$ cat config.mk
export PLATFORM = sky130hd
export DESIGN_NAME = bidir_bscan_chain
export DESIGN_NICKNAME = d
export VERILOG_FILES = /design/src/rtl/bscan_pkg.sv /design/src/rtl/bscan_rst_sync.sv /design/src/rtl/bscan_mode_reg.sv /design/src/rtl/bscan_pad_cell.sv /design/src/rtl/bidir_bscan_chain.sv
export SDC_FILE = /design/constraint.sdc
export NUM_CORES = 1
export LEC_CHECK = 0
export CORE_ASPECT_RATIO = 1.2
export CORE_UTILIZATION = 55
export DETAILED_ROUTE_END_ITERATION = 8
export DONT_BUFFER_PORTS = 1
export PLACE_DENSITY = 0.73
export SYNTH_ARGS = -nofsm -noshare
export SYNTH_HDL_FRONTEND = slang
export SYNTH_HIERARCHICAL = 1
export SYNTH_SLANG_ARGS = --single-unit
$ cat constraint.sdc
create_clock -name tck -period 1.35 [get_ports tck]
set_clock_uncertainty 0.15 [all_clocks]
set_input_delay 0.135 -clock tck [delete_from_list [all_inputs] [get_ports tck]]
set_output_delay 0.135 -clock tck [all_outputs]
set_load 0.02 [all_outputs]
$ cat src/rtl/bscan_pkg.sv
package bscan_pkg;
  typedef enum logic [1:0] {
    MODE_NORMAL  = 2'd0,
    MODE_EXTEST  = 2'd1,
    MODE_SAMPLE  = 2'd2,
    MODE_PRELOAD = 2'd3
  } scan_mode_e;
endpackage

$ cat src/rtl/bscan_rst_sync.sv
module bscan_rst_sync (
  input  logic clk,
  input  logic arst_n,
  output logic rst_n
);
  logic stage1_q;
  logic stage2_q;

  always_ff @(posedge clk or negedge arst_n) begin
    if (!arst_n) begin
      stage1_q <= 1'b0;
      stage2_q <= 1'b0;
    end else begin
      stage1_q <= 1'b1;
      stage2_q <= stage1_q;
    end
  end

  assign rst_n = stage2_q;
endmodule

$ cat src/rtl/bscan_mode_reg.sv
module bscan_mode_reg
  import bscan_pkg::*;
(
  input  logic       clk,
  input  logic       rst_n,
  input  logic [1:0] mode_in,
  output scan_mode_e mode_q
);
  scan_mode_e mode_d;

  always_comb begin
    mode_d = scan_mode_e'(mode_in);
  end

  always_ff @(posedge clk or negedge rst_n) begin
    if (!rst_n) mode_q <= MODE_NORMAL;
    else        mode_q <= mode_d;
  end

  // mode follows the input with one edge of delay
  a_r11_mode_follow: assert property (@(posedge clk) disable iff (!rst_n)
    1'b1 |=> (mode_q == scan_mode_e'($past(mode_in))));
endmodule

$ cat src/rtl/bscan_pad_cell.sv
module bscan_pad_cell
  import bscan_pkg::*;
(
  input  logic       clk,
  input  logic       rst_n,
  input  scan_mode_e mode,
  input  logic       capture_en,
  input  logic       shift_en,
  input  logic       update_en,
  input  logic       si,
  output logic       so,
  input  logic       core_out,
  input  logic       core_oe,
  input  logic       pad_in,
  output logic       pad_out,
  output logic       pad_oe
);
  logic dat_sh, oe_sh;
  logic dat_sh_d, oe_sh_d;
  logic upd_dat, upd_oe;
  logic upd_dat_d, upd_oe_d;
  logic cap_live, upd_live;

  assign cap_live = capture_en && ((mode == MODE_EXTEST) || (mode == MODE_SAMPLE));
  assign upd_live = update_en && ((mode == MODE_EXTEST) || (mode == MODE_PRELOAD));

  always_comb begin
    dat_sh_d = dat_sh;
    oe_sh_d  = oe_sh;
    if (capture_en) begin
      if (cap_live) begin
        if (mode == MODE_EXTEST) begin
          oe_sh_d  = upd_oe;
          dat_sh_d = upd_oe ? upd_dat : pad_in;
        end else begin
          oe_sh_d  = core_oe;
          dat_sh_d = pad_in;
        end
      end
    end else if (shift_en) begin
      oe_sh_d  = si;
      dat_sh_d = oe_sh;
    end
  end

  always_comb begin
    upd_dat_d = upd_dat;
    upd_oe_d  = upd_oe;
    if (upd_live) begin
      upd_dat_d = dat_sh;
      upd_oe_d  = oe_sh;
    end
  end

  always_ff @(posedge clk or negedge rst_n) begin
    if (!rst_n) begin
      dat_sh <= 1'b0;
      oe_sh  <= 1'b0;
    end else if (capture_en || shift_en) begin
      dat_sh <= dat_sh_d;
      oe_sh  <= oe_sh_d;
    end
  end

  always_ff @(posedge clk or negedge rst_n) begin
    if (!rst_n) begin
      upd_dat <= 1'b0;
      upd_oe  <= 1'b0;
    end else if (upd_live) begin
      upd_dat <= upd_dat_d;
      upd_oe  <= upd_oe_d;
    end
  end

  assign so      = dat_sh;
  assign pad_out = (mode == MODE_EXTEST) ? upd_dat : core_out;
  assign pad_oe  = (mode == MODE_EXTEST) ? upd_oe  : core_oe;

  // one step along the pair per shift edge
  a_r1_chain_step: assert property (@(posedge clk) disable iff (!rst_n)
    (shift_en && !capture_en) |=> (dat_sh == $past(oe_sh)) && (oe_sh == $past(si)));
  // shift stage idle without strobes
  a_r2_idle_hold: assert property (@(posedge clk) disable iff (!rst_n)
    (!shift_en && !capture_en) |=> $stable(dat_sh) && $stable(oe_sh));
  // a driven pad captures its latched data value
  a_r3_driven_readback: assert property (@(posedge clk) disable iff (!rst_n)
    (capture_en && mode == MODE_EXTEST && upd_oe) |=> (dat_sh == $past(upd_dat)));
  // preload capture does not disturb the shift stage
  a_r5_preload_no_capture: assert property (@(posedge clk) disable iff (!rst_n)
    (capture_en && mode == MODE_PRELOAD) |=> $stable(dat_sh) && $stable(oe_sh));
  // latches hold without an update strobe
  a_r6_latch_hold: assert property (@(posedge clk) disable iff (!rst_n)
    !update_en |=> $stable(upd_dat) && $stable(upd_oe));
  // sample mode ignores update
  a_r6_sample_no_update: assert property (@(posedge clk) disable iff (!rst_n)
    (update_en && mode == MODE_SAMPLE) |=> $stable(upd_dat) && $stable(upd_oe));
  // update alongside shift takes pre-shift contents
  a_r10_update_pre_shift: assert property (@(posedge clk) disable iff (!rst_n)
    (update_en && shift_en && mode == MODE_EXTEST) |=>
      (upd_dat == $past(dat_sh)) && (upd_oe == $past(oe_sh)));
endmodule

$ cat src/rtl/bidir_bscan_chain.sv
module bidir_bscan_chain
  import bscan_pkg::*;
#(
  parameter int NUM_PADS = 4
) (
  input  logic                tck,
  input  logic                trst_n,
  input  logic                capture_dr,
  input  logic                shift_dr,
  input  logic                update_dr,
  input  logic [1:0]          test_mode,
  input  logic                tdi,
  output logic                tdo,
  input  logic [NUM_PADS-1:0] core_out,
  input  logic [NUM_PADS-1:0] core_oe,
  input  logic [NUM_PADS-1:0] pad_in,
  output logic [NUM_PADS-1:0] pad_out,
  output logic [NUM_PADS-1:0] pad_oe
);
  localparam int ChainLen = 2 * NUM_PADS;

  logic       rst_n;
  scan_mode_e mode_q;
  logic [NUM_PADS:0] link;

  bscan_rst_sync i_rst_sync (
    .clk    (tck),
    .arst_n (trst_n),
    .rst_n  (rst_n)
  );

  bscan_mode_reg i_mode_reg (
    .clk     (tck),
    .rst_n   (rst_n),
    .mode_in (test_mode),
    .mode_q  (mode_q)
  );

  assign link[NUM_PADS] = tdi;

  for (genvar p = 0; p < NUM_PADS; p++) begin : g_pad
    bscan_pad_cell i_cell (
      .clk        (tck),
      .rst_n      (rst_n),
      .mode       (mode_q),
      .capture_en (capture_dr),
      .shift_en   (shift_dr),
      .update_en  (update_dr),
      .si         (link[p+1]),
      .so         (link[p]),
      .core_out   (core_out[p]),
      .core_oe    (core_oe[p]),
      .pad_in     (pad_in[p]),
      .pad_out    (pad_out[p]),
      .pad_oe     (pad_oe[p])
    );
  end

  assign tdo = link[0];

  // during reset, pads are under core control
  a_r12_reset_core: assert property (@(posedge tck)
    !rst_n |-> (pad_out == core_out) && (pad_oe == core_oe) && !tdo);
  // sample mode leaves the core in charge of the pins
  a_r8_sample_core: assert property (@(posedge tck) disable iff (!rst_n)
    (mode_q == MODE_SAMPLE) |-> (pad_out == core_out) && (pad_oe == core_oe));

  initial begin
    if (ChainLen < 2) $error("chain too short");
  end
endmodule

==> results of run 1 <==
-- per-layer routing --
layer | share of wire, % | track usage (%) | routed length, um | vias up
met5 | 0 | 0 | 0 | -
met4 | 2.1 | 12.6 | 61 | 0
met3 | 4.3 | 3.45 | 125 | 8
met2 | 54 | 50.5 | 1570 | 35
met1 | 40 | 31.7 | 1160 | 459
li1 | - | - | - | 433
-- cell usage in the layout (no fill, tap or decap), types with 3 or more instances in the layout --
cell type	netlist	routed
o21ai_2	0	3
inv_2	0	4
clkbuf_4	0	3
nand2_1	8	8
ha_4	0	6
buf_4	0	14
dlygate4sd3_1	0	12
mux2_4	4	9
mux2_2	12	7
inv_1	8	4
dfrtp_1	20	18
mux2i_1	8	7
buf_6	0	6
a31oi_1	4	4
ha_2	0	4
mux2_1	4	4
o22ai_1	8	8
nor2_1	4	3
-- worst max path at each step --
stage,slack [ns],depth (start not counted),to
6_report,-0.41,3,pad_oe[0]
5_1_grt,-0.46,4,pad_oe[2]
4_1_cts,-0.42,3,pad_oe[1]
3_5_place_dp,-0.22,6,g_pad[1].i_cell/so
3_3_place_gp,-0.18,4,g_pad[2].i_cell/upd_oe
2_1_floorplan,-0.12,5,g_pad[0].i_cell/oe_sh
-- what timing repair did --
item	in CTS	in global routing
gates resized for setup	29	3
setup endpoints to repair	24	24
gates cloned	0	0
setup buffers	9	1
pin swaps	7	2
endpoints found under the hold margin	20	1
-- state kept, by name, indices dropped and copies added, names as in the netlist --
name and count:
g_pad.i_cell/oe_sh 4, i_rst_sync/rst_n 1, i_mode_reg/mode_q 2, i_rst_sync/stage1_q 1
g_pad.i_cell/upd_dat 4, g_pad.i_cell/upd_oe 4, g_pad.i_cell/so 4
-- where the power goes --
| part | internal, mW | switching [mW] |
|---|---|---|
| combinational | 0.340 | 0.265 |
| clock | 0.164 | 0.184 |
| sequential | 0.726 | 0.121 |
-- per-stage QoR --
stage	util (%)	setup WS, ns	area, sq um	std cells
2_1_floorplan	-	-0.122	1200	101
3_3_place_gp	67.9	-0.176	1300	130
3_5_place_dp	67.9	-0.221	1300	130
4_1_cts	86.1	-0.416	1650	155
5_1_grt	86.9	-0.463	1660	156
6_report	86.9	-0.413	1660	156
-- kinds of logic (layout without fill, tap and decap cells) --
kind of cell	after synthesis	after routing	synth area share, %
AO/OA/AOI/OAI	20	20	9.88
adder cells (fa/ha/maj)	12	12	12.9
buffers and inverters	8	44	2.58
flip-flops	20	20	43.0
multiplexers	28	28	27.5
other	1	1	0.322
AND/OR/NAND/NOR	12	12	3.87
-- worst register-to-register path, stage by stage (launching register included) --
cell     delay [ns]
dfrtp_2        0.53
buf_4          0.20
ha_1           0.22
o21ai_2        0.15
mux2_2         0.35
-- area by class of cell --
cell class	count	area, sq um
repair buffers	32	293
multi-input cells	73	778
well taps	19	23.8
fillers	93	250
inverters	8	30.0
flip-flops and latches	20	503
clock buffers	4	36.3
==> run summary, run 1 <==
Core Rows - 17
Placer Congestion - 0.779
Yosys warnings - 6
CTS tree - yes
Clk_lat worst skew - 0.29 ns
VDD IR max - 828 uV
IO Port Bufs - 0
FF-to-FF path depth - 4
CTS H-tree lvls - 1
Slowest Stage Delay on Critical Path - 0.53 ns
Max-slew violations - 0
Vias in the first global route - 1008
Fin crit period - 1.76 ns
Mapped Avg Cell Area - 11.5 sq um
FF-to-FF End - g_pad[3].i_cell/upd_oe
Leakage - 0.755 nW
Post-synthesis async set-or-reset flop share - 100%
Crit path required time - 1.07 ns
Post-Route Setup TNS - -7.94 ns
Yosys top cell area share - 43.0%
WP data arrival - 1.48 ns
Largest net degree at the start of global routing - 21
Via count - 935
Clock Path Buffers - 2
DRT Pass-1 Iters - 8
Num CTS Buffers - 3
Hold path cells - 3
DIE WIDTH - 44.0 um
Max-Slew Margin vs Limit - 53.5%
Root buf cell - clkbuf_4
Critical path type - flip-flop to primary output
Reg clk slew, reported paths - 0.11 ns
DRT iter0 DRCs - 24
Mapped Area - 0.00116 sq mm
Core area - 0.00191 sq mm
Min-delay src - core_oe[2]
Cell area power density - 1080 mW/mm^2
Routed Antenna Nets - 0
F_max - 567 MHz
DR WL/cell - 18.7 um
Most instantiated library cell after synthesis - dfrtp_1
Gate Count Post-Synth - 101
R2R Path Start - i_mode_reg/mode_q[0]
Setup crit start - i_mode_reg/mode_q[0]
Reg-to-reg slack, setup - -0.35 ns
Startpoint types - flip-flop
P&R area growth vs syn - 42.9%
Worst-path fanout max - 8
Least-Margin Pin Slew - 0.694 ns
Hold Vio Cnt, Final - 0
Syn Nets - 133
CP Buf/Inv Count - 1
Period utilization - 131%
Final net count - 170
Failing checks - design-rule violations, negative setup slack
CP endpoint kind - primary output
Hold-fix buffers at CTS - 12
Max cap viols - 0
DRT Wirelength - 2920 um
Yosys reg bits - 20
Post-synth top flop - dfrtp_1
# clock sinks - 20
Tot Pwr - 1.80 mW
Cell-by-cell trace of the critical path - ha_4 -> mux2_4 -> buf_6
Share of layout cells above drive strength 1 - 46.0%
Hold Slack - 0.00627 ns
Status - finished with violations
Setup ws final - -0.413 ns
CP max stage cell - dfrtp_2
Cell variety after synth - 14
DR DRC count - 1
Synth area leaders - dfrtp_1 (43%), ha_1 (13%), mux2_2 (12%), mux2i_1 (6.9%), mux2_4 (5.2%)
Total GRT Usage - 27.8%
Top cells by count, synth - dfrtp_1 (20), ha_1 (12), mux2_2 (12)
Initial antenna violation count - 0
Post-synth EDFFs - 0
HP Class - input pin to flip-flop
# IOs - 29
CP top delay family - flip-flops
End of the worst hold path - g_pad[2].i_cell/oe_sh
Sequential share of the synthesized area - 43.0%
Cell taking the most area after synthesis - dfrtp_1
Initial Util - 60.8%
Hpwl dp - 1640 um
Die area - 0.00231 sq mm
RSZ-0062 raised after global routing - yes
Die height - 52.4 um
Via/cell ratio - 5.99
Diode count - 0
First-pass GRT wire length - 4580 um
GRT overflow - 0
Final-report setup violation count - 24
(Power assumes the default switching activity.)
==> run 2, diff against run 1 <==
--- a/config.mk
+++ b/config.mk
@@ -9,7 +9,7 @@
 export CORE_UTILIZATION = 55
 export DETAILED_ROUTE_END_ITERATION = 8
 export DONT_BUFFER_PORTS = 1
-export PLACE_DENSITY = 0.73
+export PLACE_DENSITY = 0.76
 export SYNTH_ARGS = -nofsm -noshare
 export SYNTH_HDL_FRONTEND = slang
 export SYNTH_HIERARCHICAL = 1
==> run 2 against run 1 <==
- the run still ends with design-rule violations, negative setup slack left
- via count rose by 14%
- maximum frequency fell by 3.8%
- critical path depth did not move
- register-to-register slack got worse by 0.05 ns
- first-iteration DRC count rose by 92%
- sequential power rose by 5.1%
- clock power rose by 45%
- core utilization rose by 9.0 points
==> run summary, run 2 (synthesized netlist as in run 1, its figures left out) <==
Status - finished with violations
Failing checks - design-rule violations, negative setup slack
Via count - 1063
Via/cell ratio - 6.73
Slowest Stage Delay on Critical Path - 0.58 ns
Leakage - 0.849 nW
Layout fillers - 43
# clock sinks - 20
Max cap viols - 0
First-pass GRT wire length - 4640 um
Largest net degree at the start of global routing - 21
DRT iter0 DRCs - 46
Cell-by-cell trace of the critical path - ha_4 -> mux2_4 -> buf_6
Num CTS Buffers - 3
Share of layout cells above drive strength 1 - 55.4%
IO Port Bufs - 0
Routed Antenna Nets - 0
GRT overflow - 0
Worst-path fanout max - 8
# IOs - 29
Diode count - 0
Total GRT Usage - 29.9%
CP max stage cell - dfrtp_2
Die height - 52.4 um
Least-Margin Pin Slew - 0.883 ns
HP Class - input pin to flip-flop
Post-Route Setup TNS - -8.80 ns
Initial antenna violation count - 0
Util after Layout - 95.9%
DIE WIDTH - 44.0 um
DRT Pass-1 Iters - 6
WP data arrival - 1.55 ns
VDD IR max - 864 uV
Reg clk slew, reported paths - 0.13 ns
Root buf cell - clkbuf_4
Crit path required time - 1.07 ns
Fin crit period - 1.83 ns
P&R area growth vs syn - 57.6%
Period utilization - 136%
F_max - 546 MHz
Core Rows - 17
Max-slew violations - 0
Most frequent cells in the layout - dfrtp_1 (18), mux2_4 (15), buf_4 (12)
Die area - 0.00231 sq mm
Setup ws final - -0.483 ns
Reg-to-reg slack, setup - -0.40 ns
CP endpoint kind - primary output
DR WL/cell - 26.6 um
Final-report setup violation count - 24
Core area - 0.00191 sq mm
Startpoint types - flip-flop
Max-Slew Margin vs Limit - 41.1%
Critical path type - flip-flop to primary output
Placer Congestion - 0.777
RSZ-0062 raised after global routing - yes
Cell area power density - 1170 mW/mm^2
DRT Wirelength - 4200 um
CTS H-tree lvls - 1
CTS tree - yes
DR DRC count - 1
Hpwl dp - 1650 um
Commonest non-fill, non-tap cell in the layout - dfrtp_1
Hold Vio Cnt, Final - 0
Clock Path Buffers - 2
Clk_lat worst skew - 0.31 ns
Final net count - 172
Vias in the first global route - 908
Hold-fix buffers at CTS - 12
Initial Util - 60.8%
[run 2: final timing paths]
kind	start	to	cells past startpoint
worst max-delay path	i_mode_reg/mode_q[0]	pad_oe[3]	3
worst min-delay path	shift_dr	g_pad[3].i_cell/so	3
worst max register to register	i_mode_reg/mode_q[0]	g_pad[1].i_cell/so	6
worst min register to register	i_rst_sync/rst_n	g_pad[2].i_cell/so	1
max in group asynchronous	trst_n	i_rst_sync/stage1_q	2
min in group asynchronous	i_rst_sync/rst_n	g_pad[2].i_cell/so	1
[run 2: area by class of cell]
type                    instances  area (sq um)  area share, %
well taps                      19          23.8           1.30
clock inverters                 1          30.0           1.64
flip-flops and latches         20           503           27.4
repair buffers                 34           325           17.7
clock buffers                   3          22.5           1.23
multi-input cells              73           901           49.1
inverters                       8          30.0           1.64
[run 2: metrics by stage]
step	total power [mW]	cell area, sq um	setup WS (ns)	std cells	hold slack (ns)
6_report	2.14	1840	-0.483	158	0.0446
5_1_grt	2.21	1840	-0.522	158	0.0516
4_1_cts	1.88	1620	-0.449	156	-0.0252
3_5_place_dp	1.29	1320	-0.206	133	-0.310
3_3_place_gp	1.27	1320	-0.168	133	-0.311
2_1_floorplan	1.16	1200	-0.122	101	-0.311
[run 2: power breakdown]
part           internal [mW]  switching (mW)  leakage, nW
registers              0.726           0.164        0.230
logic                  0.405           0.342        0.592
clock network          0.300           0.203       0.0279
[run 2: what timing repair did]
item | CTS | global route
pin swaps | 4 | 12
setup buffers | 7 | 3
endpoints found under the hold margin | 20 | 2
endpoints found under the setup margin | 24 | 24
gates resized for setup | 17 | 48
[run 2: metal layers]
layer | track usage (%) | up-vias | routed length, um
li1 | - | 439 | -
met1 | 35.0 | 523 | 1590
met2 | 52.7 | 71 | 2020
met3 | 2.41 | 30 | 260
met4 | 17.2 | 0 | 320
met5 | 0 | - | 0
[run 2: worst max-delay path, delay by kind of cell (launching register included)]
| family | cells | cell delay [ns] |
|---|---|---|
| adders and majority gates | 1 | 0.21 |
| buffers and inverters | 1 | 0.13 |
| DFF | 1 | 0.58 |
| muxes | 1 | 0.32 |
==> run 3, diff against run 2 <==
==> constraint.sdc (replaced) <==
create_clock -name tck -period 1.65 [get_ports tck]
set_clock_uncertainty 0.15 [all_clocks]
set_input_delay 0.165 -clock tck [delete_from_list [all_inputs] [get_ports tck]]
set_output_delay 0.165 -clock tck [all_outputs]
set_load 0.02 [all_outputs]
==> run 3 against run 2 <==
- the flow still finishes with violations (design-rule violations, negative setup slack)
- worst hold slack lost 0.022 ns
- sequential cell count is the same
- global-route usage grew 0.49 points
- combinational power shrank 33%
- design area shrank 9.5%
- count of clock-buffer cells in the layout grew 1
- critical path type unchanged
- largest power group unchanged
==> run summary, run 3 (synthesized netlist as in run 1, its figures left out) <==
Sw frac - 33.1%
IO Port Bufs - 0
Root buf cell - clkbuf_4
RSZ-0062 raised after global routing - yes
Initial antenna violation count - 0
Crit path required time - 1.33 ns
Status - finished with violations
Initial Util - 60.8%
Die area - 0.00231 sq mm
P&R area growth vs syn - 42.6%
DRT Pass-1 Iters - 7
CTS H-tree lvls - 1
Failing checks - design-rule violations, negative setup slack
Global routing's busiest layer - met2
Pre-CTS WS - -0.0381 ns
Max-slew violations - 0
CP top delay family - flip-flops
DRT Wirelength - 3310 um
Via/cell ratio - 6.43
Final net count - 162
Max-Slew Margin vs Limit - 45.0%
Vias in the first global route - 1042
DRT iter0 DRCs - 32
Max cap viols - 0
Total GRT Usage - 30.4%
Reg power frac - 47.4%
Grt met1 use - 33.4%
Layout fillers - 91
Period utilization - 111%
Fin crit period - 1.84 ns
Commonest non-fill, non-tap cell in the layout - dfrtp_1
Die height - 52.4 um
Most frequent cells in the layout - dfrtp_1 (18), dlygate4sd3_1 (12), mux2_4 (11)
DR DRC count - 4
Cell-internal power - 1.01 mW
Via count - 952
Worst-path fanout max - 7
Reg clk slew, reported paths - 0.12 ns
Combinational share of power - 33.0%
Least-Margin Pin Slew - 0.822 ns
Setup ws final - -0.186 ns
CP max stage cell - dfrtp_2
Routed Antenna Nets - 0
GRT overflow - 0
Final-report setup violation count - 20
Critical path type - flip-flop to primary output
Hold Vio Cnt, Final - 0
Cell-by-cell trace of the critical path - inv_2 -> ha_4 -> mux2_4 -> buf_12
Placer Congestion - 0.847
Core Rows - 17
Slowest Stage Delay on Critical Path - 0.48 ns
HP Class - flip-flop to async pin
# clock sinks - 20
Num CTS Buffers - 3
Hpwl dp - 1750 um
Startpoint types - flip-flop
Clk_lat worst skew - 0.31 ns
Util after Layout - 86.8%
Clock Path Buffers - 2
Sw power - 0.499 mW
Register Area - 503 sq um
First-pass GRT wire length - 4940 um
Share of layout cells above drive strength 1 - 43.4%
# IOs - 29
Area of the multi-input gates - 810 sq um
F_max - 545 MHz
Reg-to-reg slack, setup - -0.14 ns
Clk network pwr share - 19.6%
CTS tree - yes
DR WL/cell - 22.4 um
CP Buf/Inv Count - 2
M3 GR Usage - 6.90%
Diode count - 0
CP endpoint kind - primary output
Core area - 0.00191 sq mm
Cell area power density - 908 mW/mm^2
WP data arrival - 1.52 ns
VDD IR max - 927 uV
DIE WIDTH - 44.0 um
Largest net degree at the start of global routing - 21
Met2 Usage GRT - 52.9%
Leakage - 0.748 nW
run 3: worst paths after layout:
path	start	cells past startpoint	end
worst max-delay path	i_mode_reg/mode_q[1]	4	pad_oe[1]
worst min-delay path	i_rst_sync/rst_n	0	g_pad[0].i_cell/upd_dat
worst max register to register	i_mode_reg/mode_q[0]	4	g_pad[0].i_cell/upd_dat
worst min register to register	i_rst_sync/rst_n	0	g_pad[0].i_cell/upd_dat
max in group asynchronous	trst_n	2	i_rst_sync/stage1_q
min in group tck	core_oe[1]	3	g_pad[1].i_cell/oe_sh
run 3: layout make-up:
cell class	count	area share [%]
multi-input combinational	73	48.7
sequential	20	30.3
timing repair buffer	24	15.6
clock buffer	4	2.18
inverter	8	1.81
tap	19	1.43
run 3: worst register-to-register path: cells and delay by family (launching register included):
kind	cells	cell delay (ns)
buffers and inverters	1	0.20
AOI/OAI and AO/OA	1	0.20
DFF	1	0.53
adders and majority gates	1	0.24
muxes	1	0.37
run 3: repair_timing:
| item | in CTS | in global routing |
|---|---|---|
| gates resized for setup | 34 | 15 |
| pin swaps | 8 | 6 |
| buffers inserted | 6 | 2 |
| hold buffers | 12 | 0 |
| endpoints found under the setup margin | 20 | 24 |
| hold endpoints to repair | 20 | 0 |
run 3: routing by layer:
| metal | vias up | wire [um] |
|---|---|---|
| met5 | - | 0 |
| li1 | 417 | - |
| met4 | 0 | 68 |
| met3 | 10 | 170 |
| met2 | 44 | 1770 |
| met1 | 481 | 1300 |
run 3: power groups by stage:
stage	clock network, mW	logic [mW]	registers, mW
after global routing	0.315	0.529	0.726
final	0.296	0.498	0.715
after floorplan	0	0.262	0.677
after global placement	0	0.332	0.699
after CTS	0.289	0.445	0.701
after detailed placement	0	0.347	0.708
run 3: metrics by stage:
step                      TNS, ns  instances  hold WS (ns)  power, mW  cell area (sq um)
after CTS                   -1.52        146        0.0113       1.44               1600
after detailed placement   -0.277        124        -0.281       1.05               1260
after global routing        -2.81        148        0.0310       1.57               1660
final                       -2.30        148        0.0226       1.51               1660
after global placement          0        124        -0.281       1.03               1260
after floorplan                 0        101        -0.281      0.939               1160
